===== src/rtl/stagger_sched.sv =====
module stagger_sched #(
  parameter int ROWS     = 16,
  parameter int LANES    = 16,
  parameter int MAX_LOG2 = 12
) (
  input  logic                          clk,
  input  logic                          rst_n,
  input  logic                          frame_req,
  input  logic [$clog2(MAX_LOG2+1)-1:0] cfg_log2_pts,
  input  logic [ROWS-1:0]               row_done,
  output logic [ROWS-1:0]               row_start,
  output logic                          busy,
  output logic                          pc_active,
  output logic [$clog2(ROWS)-1:0]       pc_row,
  output logic                          frame_done
);
  localparam int LANE_LOG2 = $clog2(LANES);
  localparam int LW        = $clog2(MAX_LOG2+1);
  localparam int RW        = $clog2(ROWS);
  localparam int SW        = MAX_LOG2 - LANE_LOG2 + 1;
  localparam logic [LW-1:0] CMAX  = LW'(MAX_LOG2);
  localparam logic [LW-1:0] CMIN  = LW'(LANE_LOG2);
  localparam logic [RW:0]   NROWS = (RW+1)'(ROWS);
  localparam logic [RW-1:0] LAST  = RW'(ROWS-1);

  logic [LW-1:0] cfg_c;
  logic [SW-1:0] stg_nx, stg_q, tmr, pc_cnt;
  logic [RW:0]   nxt_row;
  logic [RW-1:0] nrow;
  logic [ROWS-1:0] pend;
  logic req_hold, launch, last_cyc, fin;

  assign cfg_c    = (cfg_log2_pts > CMAX) ? CMAX : ((cfg_log2_pts < CMIN) ? CMIN : cfg_log2_pts);
  assign stg_nx   = {{(SW-1){1'b0}}, 1'b1} << (cfg_c - CMIN);
  assign launch   = !busy && (frame_req || req_hold);
  assign nrow     = pc_row + 1'b1;
  assign last_cyc = pc_active && (pc_cnt == stg_q - 1'b1);
  assign fin      = last_cyc && (pc_row == LAST);

  always_ff @(posedge clk) begin
    if (!rst_n) begin
      req_hold <= 1'b0;
      busy     <= 1'b0;
      frame_done <= 1'b0;
      stg_q    <= '0;
    end else begin
      if (launch) req_hold <= 1'b0;
      else if (frame_req) req_hold <= 1'b1;
      if (launch) begin
        busy  <= 1'b1;
        stg_q <= stg_nx;
      end else if (fin) begin
        busy <= 1'b0;
      end
      frame_done <= fin;
    end
  end

  always_ff @(posedge clk) begin
    if (!rst_n) begin
      row_start <= '0;
      tmr       <= '0;
      nxt_row   <= '0;
    end else if (launch) begin
      row_start <= ROWS'(1);
      tmr       <= '0;
      nxt_row   <= (RW+1)'(1);
    end else if (busy && nxt_row != NROWS) begin
      if (tmr == stg_q - 1'b1) begin
        row_start <= ROWS'(1) << nxt_row;
        nxt_row   <= nxt_row + 1'b1;
        tmr       <= '0;
      end else begin
        row_start <= '0;
        tmr       <= tmr + 1'b1;
      end
    end else begin
      row_start <= '0;
    end
  end

  always_ff @(posedge clk) begin
    if (!rst_n || launch || !busy) pend <= '0;
    else                           pend <= pend | row_done;
  end

  always_ff @(posedge clk) begin
    if (!rst_n || launch) begin
      pc_active <= 1'b0;
      pc_row    <= '0;
      pc_cnt    <= '0;
    end else if (busy) begin
      if (!pc_active) begin
        if (pend[pc_row]) begin
          pc_active <= 1'b1;
          pc_cnt    <= '0;
        end
      end else if (last_cyc) begin
        pc_cnt <= '0;
        if (fin) begin
          pc_active <= 1'b0;
        end else begin
          pc_row    <= nrow;
          pc_active <= pend[nrow];
        end
      end else begin
        pc_cnt <= pc_cnt + 1'b1;
      end
    end
  end

  logic [SW:0] gap_q;
  always_ff @(posedge clk) begin
    if (!rst_n) gap_q <= '0;
    else if (row_start != '0) gap_q <= (SW+1)'(1);
    else if (gap_q != {(SW+1){1'b1}}) gap_q <= gap_q + 1'b1;
  end

  p_onehot_start_r2: assert property (@(posedge clk) disable iff (!rst_n)
    $onehot0(row_start));
  p_start_in_frame_r2: assert property (@(posedge clk) disable iff (!rst_n)
    (row_start != '0) |-> busy);
  p_row_gap_r3: assert property (@(posedge clk) disable iff (!rst_n)
    ((row_start != '0) && !row_start[0]) |-> (gap_q == {1'b0, stg_q}));
  p_window_in_frame_r6: assert property (@(posedge clk) disable iff (!rst_n)
    pc_active |-> busy);
  p_end_after_last_r7: assert property (@(posedge clk) disable iff (!rst_n)
    frame_done |-> (!busy && $past(pc_active) && ($past(pc_row) == LAST)));
endmodule


===== config.mk =====
export PLATFORM = sky130hd
export DESIGN_NAME = stagger_sched
export DESIGN_NICKNAME = d
export VERILOG_FILES = /design/src/rtl/stagger_sched.sv
export SDC_FILE = /design/constraint.sdc
export NUM_CORES = 1
export LEC_CHECK = 0
export ABC_AREA = 1
export BUFFER_PORTS_ARGS = -buffer_cell sky130_fd_sc_hd__buf_2
export CAP_MARGIN = 5
export CORE_MARGIN = 10
export CORE_UTILIZATION = 30
export DETAILED_ROUTE_END_ITERATION = 8
export SLEW_MARGIN = 10
export SYNTH_ARGS = -nofsm -noshare
export SYNTH_HDL_FRONTEND = slang
export SYNTH_SLANG_ARGS = --single-unit

===== constraint.sdc =====
create_clock -name clk -period 2.5 [get_ports clk]
set_clock_uncertainty 0.05 [all_clocks]
set_input_delay 0.375 -clock clk [delete_from_list [all_inputs] [get_ports clk]]
set_output_delay 0.375 -clock clk [all_outputs]
set_load 0.005 [all_outputs]

; ---- After elaboration in Yosys (flattened, before gate mapping)
; Index checks and enable logic that the tools add are counted.
[op_classes]
addsub = 6
order_cmp = 4
n_eq_ne = 4
shift = 2
muxes = 22
n_bitwise = 5
reduce_logical = 19
[ops]
columns = op, n
row1 = 9-bit two-way mux, 4
row2 = "9-bit by 1-bit adder with 9-bit output, second input constant", 2
row3 = 9-bit equality test, 2
row4 = 16-bit OR, 1
row5 = "1-bit by 5-bit << shifter with 16-bit output, first input constant", 1
row6 = 1-bit two-way mux, 14
row7 = "4-bit by 5-bit < comparator with 1-bit output, second input constant", 2
row8 = "1-bit by 4-bit << shifter with 9-bit output, first input constant", 1
row9 = "9-bit by 1-bit subtractor with 9-bit output, second input constant", 1
row10 = 1-bit binary-select mux with 4-bit select, 2
row11 = 4-bit two-way mux, 2
row12 = 2-bit nonzero test, 4
row13 = 2-bit AND reduction, 3
row14 = "5-bit by 1-bit adder with 5-bit output, second input constant", 1
row15 = "5-bit != test, second input constant", 1
row16 = "4-bit by 1-bit adder with 4-bit output, second input constant", 1
row17 = "4-bit equality test, second input constant", 1
row18 = "4-bit greater-than comparator, second input constant", 1
row19 = 1-bit logical AND, 4
row20 = "4-bit by 3-bit < comparator with 1-bit output, second input constant", 1
row21 = 1-bit NOT, 4
row22 = 4-bit AND reduction, 1
row23 = 4-bit OR reduction, 1
row24 = "4-bit by 3-bit subtractor with 4-bit output, second input constant", 1
row25 = other kinds (3), 6
[totals]
register_bits = 72

; ---- Logic depth before layout (Yosys ltp)
; Gate-level depths: netlist of the first run.
[logic_depth]
depth_word = 7
ltp_mapped = 17
mapped_depth_nobuf = 17

; ---- Worst setup path before layout of the first run
; OpenSTA, ideal clock, no wires.
[synth_path]
path_type = register -> register
start = register stg_q[0]
end = register nxt_row[2]
setup_ps = 122
arrival_time_ps = 1751
path_slack_ps = 576
path_stages_with_launch = 14
n_path_buf = 1
cell_sequence = dfxtp_1 -> inv_2 -> ha_1 -> xor2_1 -> nand3_1 -> nor2_1 -> nand2_1 -> nor2_1 -> nand2_1 -> nor2_4 -> nand2_4 -> nand2_1 -> buf_4 -> o22ai_1
[synth_via]
elab_chain_cells = 3
[synth_lines]
columns = item, line
row1 = "start, declared", 27  ; logic [SW-1:0] stg_nx, stg_q, tmr, pc_cnt;
row2 = "start signal, assigned", 51  ; stg_q <= stg_nx;
row3 = 9-bit by 1-bit subtractor with 9-bit output, 69  ; if (tmr == stg_q - 1'b1) begin
row4 = 9-bit equality test, 69
row5 = 2-bit AND reduction (no line), -
row6 = "end signal, assigned", 67  ; nxt_row <= (RW+1)'(1);
row7 = "end signal, assigned", 71  ; nxt_row <= nxt_row + 1'b1;
row8 = "end, declared", 28  ; logic [RW:0] nxt_row;
; Every way passes these cells.
; A chain may end at the register's enable or synchronous reset.

; ---- Final worst setup path of the first run
[layout_path]
start = register stg_q[0]
end = register pc_cnt[0]
[layout_via]
elab_chain_cells = 5
[layout_lines]
columns = item, line
row1 = 9-bit by 1-bit subtractor with 9-bit output, 37  ; assign last_cyc = pc_active && (pc_cnt == stg_q - 1'b1);
row2 = 9-bit equality test, 37
row3 = 1-bit logical AND, 37
row4 = 9-bit two-way mux, 98  ; end else if (last_cyc) begin
row5 = 9-bit two-way mux, 93  ; if (!pc_active) begin
row6 = "end signal, assigned", 107  ; pc_cnt <= pc_cnt + 1'b1;
row7 = "end, declared", 27
; Every way passes these cells.

==> reports/metrics.json, run 1 <==
{
  "power": {
    "power.ir.vdd_worst_uv": 270,
    "power_density_nw_per_um2": 671,
    "static-leakage-power_nw": 1.96,
    "total_power_mw": 2.95
  },
  "routing": {
    "route.antenna.remaining_nets": 0,
    "drc": 0,
    "wl_um": 8720,
    "vias_per_cell": 4.61,
    "vias": 3405,
    "drt_first_pass_iters": 5,
    "drt_iter0_drc": 170,
    "avgRoutedWirePerCell_um": 11.8
  },
  "floorplan": {
    "fp-row-count": 40,
    "core_sq_um": 12000,
    "design.die.area_sq_um": 17000,
    "ios": 46,
    "initial_utilization_pct": 30.6,
    "die_h_um": 130,
    "chipWidth_um": 130
  },
  "place": {
    "place_hpwl_um": 6880,
    "portBuffers": 45,
    "gpl.final_weighted_congestion": 0.876
  },
  "setup_path": {
    "timing.critical_path.fanout_max": 8,
    "cp.required_ns": 2.67,
    "cp_data_arrival_time_ns": 2.36,
    "critPathLaunchType": "flop",
    "crit-reg2reg-launch": "stg_q[0]$_SDFFE_PN0P_",
    "critical_path.startpoint": "stg_q[0]$_SDFFE_PN0P_",
    "setup.worst_path.end_class": "flop",
    "criticalPathCategory": "reg -> reg"
  },
  "logic_synthesis": {
    "synth-seq-cells": 72,
    "synth_area_per_cell_sq_um": 6.81,
    "leading_cell_types_by_total_area_after_synthesis": "sky130_fd_sc_hd__dfxtp_1 (39%), sky130_fd_sc_hd__nand2_1 (12%), sky130_fd_sc_hd__nor2_1 (11%)",
    "synth_top_area_share_pct": 39.4,
    "synth_seq_area_share_pct": 39.4,
    "synth_warnings": 0,
    "synthCells": 537,
    "netlist_area_sq_um": 3650,
    "ys_types": 31,
    "synth_area_leader_cell": "sky130_fd_sc_hd__dfxtp_1",
    "mappedNetlistNets": 570
  },
  "global_routing": {
    "met2_grt_util_pct": 17.9,
    "grt_pass1_wl_um": 15000,
    "global_route.usage.met3_pct": 3.59,
    "global_route.peak_usage_layer": "met2",
    "grt_max_degree": 32,
    "via_count_of_the_first_global_routing_pass": 3283,
    "grt_util_all_layers_pct": 11.0,
    "grt_overflow_total": 0,
    "globalRouteMet1Util_pct": 13.0,
    "antenna_found_initial": 0
  },
  "sta": {
    "slew-limit-headroom_pct": 61.0,
    "achievable-frequency_ghz": 0.456,
    "final-setup-viol-count": 0,
    "finalHoldViolCount": 0,
    "worst_slew_pin_slew_ns": 0.584,
    "period_share_pct": 87.8,
    "min_period_ns": 2.19,
    "timing.setup.tns_ns": 0,
    "rsz0062_at_grt": "no",
    "slew_violations": 0
  },
  "clock_tree": {
    "cts_root_buffer": "sky130_fd_sc_hd__clkbuf_16",
    "ctsLongestPathBuffers": 2,
    "sink_count_of_the_clock_tree": 72,
    "cts_buffers": 9,
    "post_cts_resized": 0,
    "insertion_delay_ns": 0.34,
    "tritoncts_clock_tree": "done",
    "post_cts_hold_buffer_count": 0,
    "cts.reportedPaths.clkPinSlew_ns": 0.06,
    "post-cts-setup-buffer-count": 0,
    "h-tree-depth": 3
  },
  "finish": {
    "flow.area_growth_from_synthesis_pct": 20.3,
    "finished_core_util_pct": 36.8,
    "finalNetCount": 619,
    "layout_cells_sized_above_1_pct": 14.4,
    "insertedDiodeCount": 0
  },
  "hold_path": {
    "hp-class": "in -> reg",
    "startpoint_of_the_worst_hold_path": "row_done[6]"
  },
  "job": {
    "max-cap-violations": 0
  },
  "run_status": {
    "run_status": "finished, final reports clean"
  }
}
[final cells by class]
class | count | area (sq um)
Clock buffer | 11 | 243
Clock inverter | 5 | 104
Fill cell | 1279 | 7560
Inverter | 68 | 255
Multi-Input combinational cell | 387 | 1910
Sequential cell | 72 | 1440
Tap cell | 147 | 184
Timing Repair Buffer | 48 | 260
[kinds of logic (layout without fill, tap and decap cells)]
logic type / after synthesis / in the layout / synth area share, %
compound gates: 56 / 56 / 8.35
xor+xnor: 12 / 12 / 2.88
fa+ha+maj: 10 / 10 / 3.42
buf+inv: 78 / 132 / 8.35
flops: 72 / 72 / 39.4
simple gates: 309 / 309 / 37.6
[through the flow]
stage,std cells,setup WS (ns),instance area (sq um),hold WS (ns)
after CTS,738,0.179,4400,0.179
after global placement,722,0.287,4050,0.390
after global routing,738,0.0107,4400,0.182
after floorplan,537,0.576,3650,0.382
after detailed placement,722,0.192,4050,0.404
final,738,0.306,4400,0.193
[state kept, by name, indices dropped and copies added (netlist names)]
| name | flops |
|---|---|
| pend | 16 |
| row_start | 16 |
| pc_cnt | 9 |
| stg_q | 9 |
| tmr | 9 |
| nxt_row | 5 |
| pc_row | 4 |
| busy | 1 |
| frame_done | 1 |
| pc_active | 1 |
| req_hold | 1 |
[worst max-delay path, stage by stage, from the launching register on]
cell	delay, ns
sky130_fd_sc_hd__dfxtp_1	0.39
sky130_fd_sc_hd__inv_2	0.10
sky130_fd_sc_hd__ha_1	0.33
sky130_fd_sc_hd__xor2_1	0.16
sky130_fd_sc_hd__nand2_1	0.06
sky130_fd_sc_hd__nor2_1	0.14
sky130_fd_sc_hd__nand2_1	0.07
sky130_fd_sc_hd__nor2_1	0.10
sky130_fd_sc_hd__nand2_1	0.06
sky130_fd_sc_hd__nor2_1	0.19
sky130_fd_sc_hd__nand2_1	0.10
sky130_fd_sc_hd__nand2_1	0.07
sky130_fd_sc_hd__nand2_1	0.06
sky130_fd_sc_hd__nand2_2	0.14
sky130_fd_sc_hd__nor2_1	0.06
[where the power goes]
group	leakage [nW]	switching, mW	total (mW)	internal, mW
sequential	0.583	0.0262	1.21	1.18
clock	0.170	0.470	1.47	1.00
combinational	1.21	0.182	0.275	0.0934
[layer usage]
layer  wire, um  part of all wire [%]  up-vias
li1           -                     -     1814
met4        194                   2.2        0
met3        498                   5.7       13
met1       3990                    46     1511
met5          0                     0        -
met2       4040                    46       67
[cells in the final DEF, fill, tap and decap left out]
cell and instances:
sky130_fd_sc_hd__buf_2 45, sky130_fd_sc_hd__nand3b_1 3, sky130_fd_sc_hd__clkbuf_1 1, sky130_fd_sc_hd__xor2_1 11, sky130_fd_sc_hd__ha_1 10, sky130_fd_sc_hd__clkbuf_8 1, sky130_fd_sc_hd__o21ai_1 3, sky130_fd_sc_hd__buf_4 2
sky130_fd_sc_hd__o211ai_1 5, sky130_fd_sc_hd__or2_2 1, sky130_fd_sc_hd__inv_1 63, sky130_fd_sc_hd__clkinv_4 1, sky130_fd_sc_hd__nor3_1 6, sky130_fd_sc_hd__nor2_2 1, sky130_fd_sc_hd__nor3b_2 1, sky130_fd_sc_hd__nor2_4 3
sky130_fd_sc_hd__nor4_1 1, sky130_fd_sc_hd__dfxtp_1 72, sky130_fd_sc_hd__clkbuf_16 9, sky130_fd_sc_hd__clkinv_2 1, sky130_fd_sc_hd__nand3_1 54, sky130_fd_sc_hd__nand3_4 2, sky130_fd_sc_hd__nand4_2 1, sky130_fd_sc_hd__nand2_1 117
sky130_fd_sc_hd__bufinv_16 3, sky130_fd_sc_hd__a21oi_1 18, sky130_fd_sc_hd__inv_2 5, sky130_fd_sc_hd__o21ai_0 20, sky130_fd_sc_hd__nand2_2 6, sky130_fd_sc_hd__o22ai_1 10, sky130_fd_sc_hd__xnor2_1 1, sky130_fd_sc_hd__nand4_1 6
sky130_fd_sc_hd__nand2_4 1, sky130_fd_sc_hd__nor2_1 105, sky130_fd_sc_hd__buf_12 1, sky130_fd_sc_hd__nor2_8 1
[cell usage after synthesis]
library cell               count
sky130_fd_sc_hd__buf_4         2
sky130_fd_sc_hd__xor2_1       11
sky130_fd_sc_hd__nor2_4        3
sky130_fd_sc_hd__xnor2_1       1
sky130_fd_sc_hd__nand2_1     118
sky130_fd_sc_hd__nor3b_2       1
sky130_fd_sc_hd__nor2_2        1
sky130_fd_sc_hd__nor2_1      105
sky130_fd_sc_hd__nand2_2       5
sky130_fd_sc_hd__nand4_1       6
sky130_fd_sc_hd__nor2_8        1
sky130_fd_sc_hd__buf_1         1
sky130_fd_sc_hd__buf_2         4
sky130_fd_sc_hd__nand3b_1      3
sky130_fd_sc_hd__dfxtp_1      72
sky130_fd_sc_hd__nand4_2       1
sky130_fd_sc_hd__inv_2         5
sky130_fd_sc_hd__clkbuf_1      3
sky130_fd_sc_hd__o21ai_0      20
sky130_fd_sc_hd__a21oi_1      18
sky130_fd_sc_hd__nand3_4       2
sky130_fd_sc_hd__o211ai_1      5
sky130_fd_sc_hd__o21ai_1       3
sky130_fd_sc_hd__nand3_1      54
sky130_fd_sc_hd__or2_2         1
sky130_fd_sc_hd__ha_1         10
sky130_fd_sc_hd__nor3_1        6
sky130_fd_sc_hd__inv_1        63
sky130_fd_sc_hd__o22ai_1      10
sky130_fd_sc_hd__nand2_4       1
sky130_fd_sc_hd__nor4_1        1
[worst paths after layout]
path                                          endpoint  slack, ns  cells after the start
worst max-delay path            pc_cnt[0]$_SDFFE_PP0P_       0.31                     14
worst min register to register   req_hold$_SDFFE_PP0P_       0.40                      2
worst max register to register  pc_cnt[0]$_SDFFE_PP0P_       0.31                     14
worst min-delay path                pend[6]$_SDFF_PP0_       0.19                      3
Power figures use the tool's default switching activity.
==> run 2, diff against run 1 <==
--- a/config.mk
+++ b/config.mk
@@ -11,6 +11,7 @@
 export CORE_MARGIN = 10
 export CORE_UTILIZATION = 30
 export DETAILED_ROUTE_END_ITERATION = 8
+export RECOVER_POWER = 100
 export SLEW_MARGIN = 10
 export SYNTH_ARGS = -nofsm -noshare
 export SYNTH_HDL_FRONTEND = slang
==> reports/metrics.json, run 2 (synthesized netlist as in run 1, its figures left out) <==
{
  "run_status": {
    "run_status": {"value": "finished, final reports clean", "change": "unchanged"}
  },
  "clock_tree": {
    "cts_root_buffer": {"value": "sky130_fd_sc_hd__clkbuf_16", "change": "unchanged"},
    "h-tree-depth": {"value": 3, "change": "unchanged"},
    "cts.reportedPaths.clkPinSlew": {"value": 0.06, "unit": "ns", "change": "about the same"},
    "cts_buffers": {"value": 9, "change": "unchanged"},
    "post-cts-setup-buffer-count": {"value": 0, "change": "unchanged"},
    "post_cts_hold_buffer_count": {"value": 0, "change": "unchanged"},
    "post_cts_resized": {"value": 0, "change": "unchanged"},
    "ctsLongestPathBuffers": {"value": 2, "change": "unchanged"},
    "insertion_delay": {"value": 0.34, "unit": "ns", "change": "about the same"},
    "tritoncts_clock_tree": {"value": "done", "change": "unchanged"},
    "sink_count_of_the_clock_tree": {"value": 72, "change": "unchanged"}
  },
  "hold_path": {
    "hold_end": {"value": "pend[6]$_SDFF_PP0_", "change": "unchanged"},
    "startpoint_of_the_worst_hold_path": {"value": "row_done[6]", "change": "unchanged"},
    "hp-class": {"value": "in -> reg", "change": "unchanged"},
    "worstHoldPathCells": {"value": 3, "change": "unchanged"}
  },
  "finish": {
    "layout_cell_area_excl_fill": {"value": 4360, "unit": "sq um", "change": "was 4400 sq um"},
    "insertedDiodeCount": {"value": 0, "change": "unchanged"},
    "finished_core_util": {"value": 36.5, "unit": "%", "change": "was 36.8%"},
    "layout_cells_sized_above_1": {"value": 11.3, "unit": "%", "change": "was 14.4%"},
    "layout_top_registers": {"value": "pend: 16 flops, row_start: 16 flops", "change": "unchanged"},
    "flow.area_growth_from_synthesis": {"value": 19.3, "unit": "%", "change": "was 20.3%"},
    "layout_common_cells": {"value": "sky130_fd_sc_hd__nand2_1 (117), sky130_fd_sc_hd__nor2_1 (105), sky130_fd_sc_hd__dfxtp_1 (72)", "change": "unchanged"},
    "mostFrequentLayoutCell": {"value": "sky130_fd_sc_hd__nand2_1", "change": "unchanged"},
    "finalNetCount": {"value": 619, "change": "unchanged"}
  },
  "sta": {
    "achievable-frequency": {"value": 0.454, "unit": "GHz", "change": "was 0.456 GHz"},
    "postLayoutSetupSlackWorst": {"value": 0.296, "unit": "ns", "change": "was 0.306 ns"},
    "rsz0062_at_grt": {"value": "no", "change": "unchanged"},
    "slew-limit-headroom": {"value": 61.3, "unit": "%", "change": "was 61.0%"},
    "worst_slew_pin_slew": {"value": 0.579, "unit": "ns", "change": "was 0.584 ns"},
    "final-setup-viol-count": {"value": 0, "change": "unchanged"},
    "timing.setup.tns": {"value": 0, "unit": "ns", "change": "unchanged"},
    "min_period": {"value": 2.20, "unit": "ns", "change": "was 2.19 ns"},
    "slew_violations": {"value": 0, "change": "unchanged"},
    "period_share": {"value": 88.2, "unit": "%", "change": "was 87.8%"},
    "finalHoldViolCount": {"value": 0, "change": "unchanged"}
  },
  "setup_path": {
    "cp_data_arrival_time": {"value": 2.37, "unit": "ns", "change": "was 2.36 ns"},
    "setup.worst_path.end_class": {"value": "flop", "change": "unchanged"},
    "timing.reg2reg.worst_path_depth": {"value": 14, "change": "unchanged"},
    "cp.required": {"value": 2.67, "unit": "ns", "change": "about the same"},
    "criticalPathCategory": {"value": "reg -> reg", "change": "unchanged"},
    "crit-reg2reg-launch": {"value": "stg_q[0]$_SDFFE_PN0P_", "change": "unchanged"},
    "worst_r2r_endpoint": {"value": "pc_cnt[6]$_SDFFE_PP0P_", "change": "was pc_cnt[0]$_SDFFE_PP0P_"},
    "critPathLaunchType": {"value": "flop", "change": "unchanged"},
    "rrSetupSlack": {"value": 0.30, "unit": "ns", "change": "was 0.31 ns"},
    "timing.critical_path.fanout_max": {"value": 8, "change": "unchanged"},
    "critical_path.startpoint": {"value": "stg_q[0]$_SDFFE_PN0P_", "change": "unchanged"}
  },
  "global_routing": {
    "grt_overflow_total": {"value": 0, "change": "unchanged"},
    "grt_pass1_wl": {"value": 15000, "unit": "um", "change": "unchanged"},
    "globalRouteMet1Util": {"value": 13.0, "unit": "%", "change": "unchanged"},
    "global_route.usage.met3": {"value": 3.59, "unit": "%", "change": "unchanged"},
    "antenna_found_initial": {"value": 0, "change": "unchanged"},
    "met2_grt_util": {"value": 17.9, "unit": "%", "change": "unchanged"},
    "grt_max_degree": {"value": 32, "change": "unchanged"},
    "global_route.peak_usage_layer": {"value": "met2", "change": "unchanged"},
    "via_count_of_the_first_global_routing_pass": {"value": 3283, "change": "unchanged"},
    "grt_util_all_layers": {"value": 11.0, "unit": "%", "change": "unchanged"}
  },
  "routing": {
    "drt_first_pass_iters": {"value": 4, "change": "was 5"},
    "drc": {"value": 0, "change": "unchanged"},
    "vias": {"value": 3404, "change": "was 3405"},
    "route.antenna.remaining_nets": {"value": 0, "change": "unchanged"},
    "avgRoutedWirePerCell": {"value": 11.9, "unit": "um", "change": "was 11.8 um"},
    "vias_per_cell": {"value": 4.61, "change": "about the same"},
    "wl": {"value": 8750, "unit": "um", "change": "was 8720 um"},
    "drt_iter0_drc": {"value": 197, "change": "was 170"}
  },
  "place": {
    "portBuffers": {"value": 45, "change": "unchanged"},
    "placement.cell_area": {"value": 4050, "unit": "sq um", "change": "unchanged"},
    "gpl.final_weighted_congestion": {"value": 0.876, "change": "unchanged"},
    "place_hpwl": {"value": 6880, "unit": "um", "change": "unchanged"},
    "dp_slack": {"value": 0.192, "unit": "ns", "change": "unchanged"}
  },
  "job": {
    "max-cap-violations": {"value": 0, "change": "unchanged"}
  },
  "power": {
    "power_density": {"value": 676, "unit": "nW/um^2", "change": "was 671 nW/um^2"},
    "total_power": {"value": 2.95, "unit": "mW", "change": "about the same"},
    "static-leakage-power": {"value": 1.86, "unit": "nW", "change": "was 1.96 nW"},
    "power.ir.vdd_worst": {"value": 270, "unit": "uV", "change": "about the same"}
  },
  "floorplan": {
    "core": {"value": 12000, "unit": "sq um", "change": "unchanged"},
    "ios": {"value": 46, "change": "unchanged"},
    "initial_utilization": {"value": 30.6, "unit": "%", "change": "unchanged"},
    "design.die.area": {"value": 17000, "unit": "sq um", "change": "unchanged"},
    "die_h": {"value": 130, "unit": "um", "change": "unchanged"},
    "chipWidth": {"value": 130, "unit": "um", "change": "unchanged"},
    "fp-row-count": {"value": 40, "change": "unchanged"}
  }
}
==> run 2: changes by cell type in the layout (fill, tap and decap cells not counted), sizes merged <==
cell    previous run  this run
clkbuf            11        28
buf               48        31
==> run 2: through the flow <==
stage	hold slack [ns]	cells
finish	0.193	738
global route	0.182	738
CTS	0.179	738
detailed placement	0.404	722
global placement	0.390	722
floorplan	0.382	537
==> run 2: worst max-delay path: stages (launching register included) <==
cell	delay (ns)
sky130_fd_sc_hd__dfxtp_1	0.39
sky130_fd_sc_hd__inv_2	0.10
sky130_fd_sc_hd__ha_1	0.33
sky130_fd_sc_hd__xor2_1	0.16
sky130_fd_sc_hd__nand2_1	0.06
sky130_fd_sc_hd__nor2_1	0.14
sky130_fd_sc_hd__nand2_1	0.07
sky130_fd_sc_hd__nor2_1	0.10
sky130_fd_sc_hd__nand2_1	0.06
sky130_fd_sc_hd__nor2_1	0.19
sky130_fd_sc_hd__nand2_1	0.10
sky130_fd_sc_hd__nand2_1	0.07
sky130_fd_sc_hd__nand2_1	0.06
sky130_fd_sc_hd__nand2_2	0.15
sky130_fd_sc_hd__nor2_1	0.07
==> run 2: layer usage <==
metal  vias up  routed length, um
met4         0                194
met2        63               4110
met1      1518               3890
met5         -                  0
li1       1810                  -
met3        13                562
==> run 2: power by group <==
part / leakage [nW] / internal, mW / total (mW) / switching, mW
Clock: 0.170 / 1.00 / 1.47 / 0.470
Sequential: 0.583 / 1.18 / 1.21 / 0.0264
Combinational: 1.11 / 0.0905 / 0.271 / 0.181
Total: 1.86 / 2.27 / 2.95 / 0.677
==> run 2: worst max path at each step <==
stage / endpoint / slack (ns)
6_report: pc_cnt[6]$_SDFFE_PP0P_ / 0.30
5_1_grt: pc_cnt[0]$_SDFFE_PP0P_ / 0.01
4_1_cts: nxt_row[1]$_SDFFE_PP0P_ / 0.18
3_5_place_dp: nxt_row[1]$_SDFFE_PP0P_ / 0.19
3_3_place_gp: nxt_row[1]$_SDFFE_PP0P_ / 0.29
2_1_floorplan: nxt_row[2]$_SDFFE_PP0P_ / 0.58
==> run 2: area by class of cell <==
class | count | area [sq um]
Multi-Input combinational cell | 387 | 1900
Fill cell | 1287 | 7600
Timing Repair Buffer | 48 | 236
Tap cell | 147 | 184
Clock inverter | 5 | 104
Clock buffer | 11 | 243
Inverter | 68 | 255
Sequential cell | 72 | 1440
==> run 3, diff against run 2 <==
--- a/config.mk
+++ b/config.mk
@@ -8,6 +8,7 @@
 export ABC_AREA = 1
 export BUFFER_PORTS_ARGS = -buffer_cell sky130_fd_sc_hd__buf_2
 export CAP_MARGIN = 5
+export CORE_ASPECT_RATIO = 1.25
 export CORE_MARGIN = 10
 export CORE_UTILIZATION = 30
 export DETAILED_ROUTE_END_ITERATION = 8
==> reports/metrics.json, run 3 (synthesized netlist as in run 1, its figures left out) <==
{
  "run_status": {
    "run_status": {"value": "finished, final reports clean", "change": "unchanged"}
  },
  "floorplan": {
    "core": {"value": 12000, "unit": "sq um", "change": "about the same"},
    "initial_utilization": {"value": 30.3, "unit": "%", "change": "was 30.6%"},
    "design.die.area": {"value": 17000, "unit": "sq um", "change": "about the same"},
    "chipWidth": {"value": 119, "unit": "um", "change": "was 130 um"},
    "ios": {"value": 46, "change": "unchanged"},
    "fp-row-count": {"value": 45, "change": "was 40"},
    "die_h": {"value": 143, "unit": "um", "change": "was 130 um"}
  },
  "finish": {
    "finish.cell_count_without_fillers": {"value": 755, "change": "was 738"},
    "layout_cell_area_excl_fill": {"value": 4300, "unit": "sq um", "change": "was 4360 sq um"},
    "mostFrequentLayoutCell": {"value": "sky130_fd_sc_hd__nand2_1", "change": "unchanged"},
    "layout_cells_sized_above_1": {"value": 10.5, "unit": "%", "change": "was 11.3%"},
    "layout_common_cells": {"value": "sky130_fd_sc_hd__nand2_1 (117), sky130_fd_sc_hd__nor2_1 (105), sky130_fd_sc_hd__dfxtp_1 (72)", "change": "unchanged"},
    "insertedDiodeCount": {"value": 0, "change": "unchanged"},
    "layout_top_registers": {"value": "pend: 16 flops, row_start: 16 flops", "change": "unchanged"},
    "finalNetCount": {"value": 619, "change": "unchanged"},
    "filler_cell_count": {"value": 1319, "change": "was 1287"},
    "flow.area_growth_from_synthesis": {"value": 17.6, "unit": "%", "change": "was 19.3%"}
  },
  "routing": {
    "route.antenna.remaining_nets": {"value": 0, "change": "unchanged"},
    "avgRoutedWirePerCell": {"value": 11.6, "unit": "um", "change": "was 11.9 um"},
    "vias": {"value": 3427, "change": "was 3404"},
    "wl": {"value": 8760, "unit": "um", "change": "was 8750 um"},
    "drc": {"value": 0, "change": "unchanged"},
    "drt_first_pass_iters": {"value": 5, "change": "was 4"},
    "vias_per_cell": {"value": 4.54, "change": "was 4.61"},
    "drt_iter0_drc": {"value": 187, "change": "was 197"}
  },
  "place": {
    "place_hpwl": {"value": 6790, "unit": "um", "change": "was 6880 um"},
    "dp_slack": {"value": 0.224, "unit": "ns", "change": "was 0.192 ns"},
    "portBuffers": {"value": 45, "change": "unchanged"},
    "placedCellCount": {"value": 739, "change": "was 722"},
    "gpl.final_weighted_congestion": {"value": 0.894, "change": "was 0.876"},
    "placement.cell_area": {"value": 4070, "unit": "sq um", "change": "was 4050 sq um"}
  },
  "clock_tree": {
    "post-cts-setup-buffer-count": {"value": 0, "change": "unchanged"},
    "cts_root_buffer": {"value": "sky130_fd_sc_hd__clkbuf_16", "change": "unchanged"},
    "sink_count_of_the_clock_tree": {"value": 72, "change": "unchanged"},
    "cts_buffers": {"value": 9, "change": "unchanged"},
    "post_cts_resized": {"value": 0, "change": "unchanged"},
    "insertion_delay": {"value": 0.34, "unit": "ns", "change": "about the same"},
    "h-tree-depth": {"value": 3, "change": "unchanged"},
    "tritoncts_clock_tree": {"value": "done", "change": "unchanged"},
    "ctsLongestPathBuffers": {"value": 2, "change": "unchanged"},
    "post_cts_hold_buffer_count": {"value": 0, "change": "unchanged"},
    "cts.reportedPaths.clkPinSlew": {"value": 0.06, "unit": "ns", "change": "about the same"}
  },
  "sta": {
    "final-setup-viol-count": {"value": 0, "change": "unchanged"},
    "finalHoldViolCount": {"value": 0, "change": "unchanged"},
    "postLayoutSetupSlackWorst": {"value": 0.280, "unit": "ns", "change": "was 0.296 ns"},
    "rsz0062_at_grt": {"value": "no", "change": "unchanged"},
    "achievable-frequency": {"value": 0.450, "unit": "GHz", "change": "was 0.454 GHz"},
    "slew-limit-headroom": {"value": 62.3, "unit": "%", "change": "was 61.3%"},
    "timing.setup.tns": {"value": 0, "unit": "ns", "change": "unchanged"},
    "slew_violations": {"value": 0, "change": "unchanged"},
    "min_period": {"value": 2.22, "unit": "ns", "change": "was 2.20 ns"},
    "worst_slew_pin_slew": {"value": 0.564, "unit": "ns", "change": "was 0.579 ns"},
    "period_share": {"value": 88.8, "unit": "%", "change": "was 88.2%"}
  },
  "global_routing": {
    "global_route.usage.met3": {"value": 3.57, "unit": "%", "change": "was 3.59%"},
    "global_route.peak_usage_layer": {"value": "met2", "change": "unchanged"},
    "grt_overflow_total": {"value": 0, "change": "unchanged"},
    "antenna_found_initial": {"value": 0, "change": "unchanged"},
    "globalRouteMet1Util": {"value": 11.8, "unit": "%", "change": "was 13.0%"},
    "via_count_of_the_first_global_routing_pass": {"value": 3428, "change": "was 3283"},
    "met2_grt_util": {"value": 18.2, "unit": "%", "change": "was 17.9%"},
    "grt_max_degree": {"value": 23, "change": "was 32"},
    "grt_util_all_layers": {"value": 10.8, "unit": "%", "change": "was 11.0%"},
    "grt_pass1_wl": {"value": 15200, "unit": "um", "change": "was 15000 um"}
  },
  "hold_path": {
    "hp-class": {"value": "in -> reg", "change": "unchanged"},
    "worstHoldPathCells": {"value": 3, "change": "unchanged"}
  },
  "job": {
    "max-cap-violations": {"value": 0, "change": "unchanged"}
  },
  "setup_path": {
    "rrSetupSlack": {"value": 0.28, "unit": "ns", "change": "was 0.30 ns"},
    "critPathLaunchType": {"value": "flop", "change": "unchanged"},
    "timing.reg2reg.worst_path_depth": {"value": 12, "change": "was 14"},
    "setup.worst_path.end_class": {"value": "flop", "change": "unchanged"},
    "criticalPathCategory": {"value": "reg -> reg", "change": "unchanged"},
    "cp_data_arrival_time": {"value": 2.40, "unit": "ns", "change": "was 2.37 ns"},
    "cp.required": {"value": 2.68, "unit": "ns", "change": "was 2.67 ns"},
    "timing.critical_path.fanout_max": {"value": 8, "change": "unchanged"}
  },
  "power": {
    "power.ir.vdd_worst": {"value": 260, "unit": "uV", "change": "was 270 uV"},
    "static-leakage-power": {"value": 1.82, "unit": "nW", "change": "was 1.86 nW"},
    "power_density": {"value": 616, "unit": "nW/um^2", "change": "was 676 nW/um^2"}
  }
}
## run 3: cell count changes in the layout (fill, tap and decap cells not counted), moves of 2 or more
cell,delta
sky130_fd_sc_hd__buf_2,-5
sky130_fd_sc_hd__bufinv_16,-3
sky130_fd_sc_hd__clkbuf_1,+4
sky130_fd_sc_hd__clkinv_2,+2
sky130_fd_sc_hd__clkinvlp_4,+2
## run 3: stage by stage
step	total power, mW	util (%)	hold WS (ns)
after floorplan	1.42	-	0.382
after global placement	1.50	33.8	0.390
after detailed placement	1.50	33.8	0.403
after CTS	2.69	36.0	0.178
after global routing	2.78	35.7	0.194
final	2.65	35.7	0.185
## run 3: worst paths after layout
kind | from | endpoint
worst max register to register | stg_q[0]$_SDFFE_PN0P_ | pc_row[2]$_SDFFE_PP0P_
worst min register to register | req_hold$_SDFFE_PP0P_ | req_hold$_SDFFE_PP0P_
worst min-delay path | row_done[14] | pend[14]$_SDFF_PP0_
worst max-delay path | stg_q[0]$_SDFFE_PN0P_ | pc_row[2]$_SDFFE_PP0P_
## run 3: where the power goes
group,internal [mW],switching [mW],total [mW]
sequential,1.18,0.0259,1.20
clock,0.670,0.501,1.17
combinational,0.0903,0.182,0.272
## run 3: final cells by class
cell class,count,area (sq um),area share (%)
Multi-Input combinational cell,387,1890,44.0
Inverter,68,255,5.94
Clock buffer,9,225,5.24
Timing Repair Buffer,48,230,5.36
Sequential cell,72,1440,33.5
Tap cell,164,205,4.78
Clock inverter,7,47.5,1.11
## run 3: routing by layer
layer,share of wire [%],vias up
li1,-,1817
met4,3.0,0
met5,0,-
met1,44,1528
met2,49,66
met3,4.0,16
## run 3: critical path, stage by stage (launching register included)
cell	delay, ns
sky130_fd_sc_hd__dfxtp_1	0.38
sky130_fd_sc_hd__inv_2	0.10
sky130_fd_sc_hd__ha_1	0.34
sky130_fd_sc_hd__xor2_1	0.16
sky130_fd_sc_hd__nand2_1	0.06
sky130_fd_sc_hd__nor2_1	0.15
sky130_fd_sc_hd__nand2_1	0.07
sky130_fd_sc_hd__nor2_1	0.10
sky130_fd_sc_hd__nand2_1	0.06
sky130_fd_sc_hd__nor2_1	0.17
sky130_fd_sc_hd__nand4_1	0.25
sky130_fd_sc_hd__nor2_1	0.17
sky130_fd_sc_hd__nor2_1	0.06
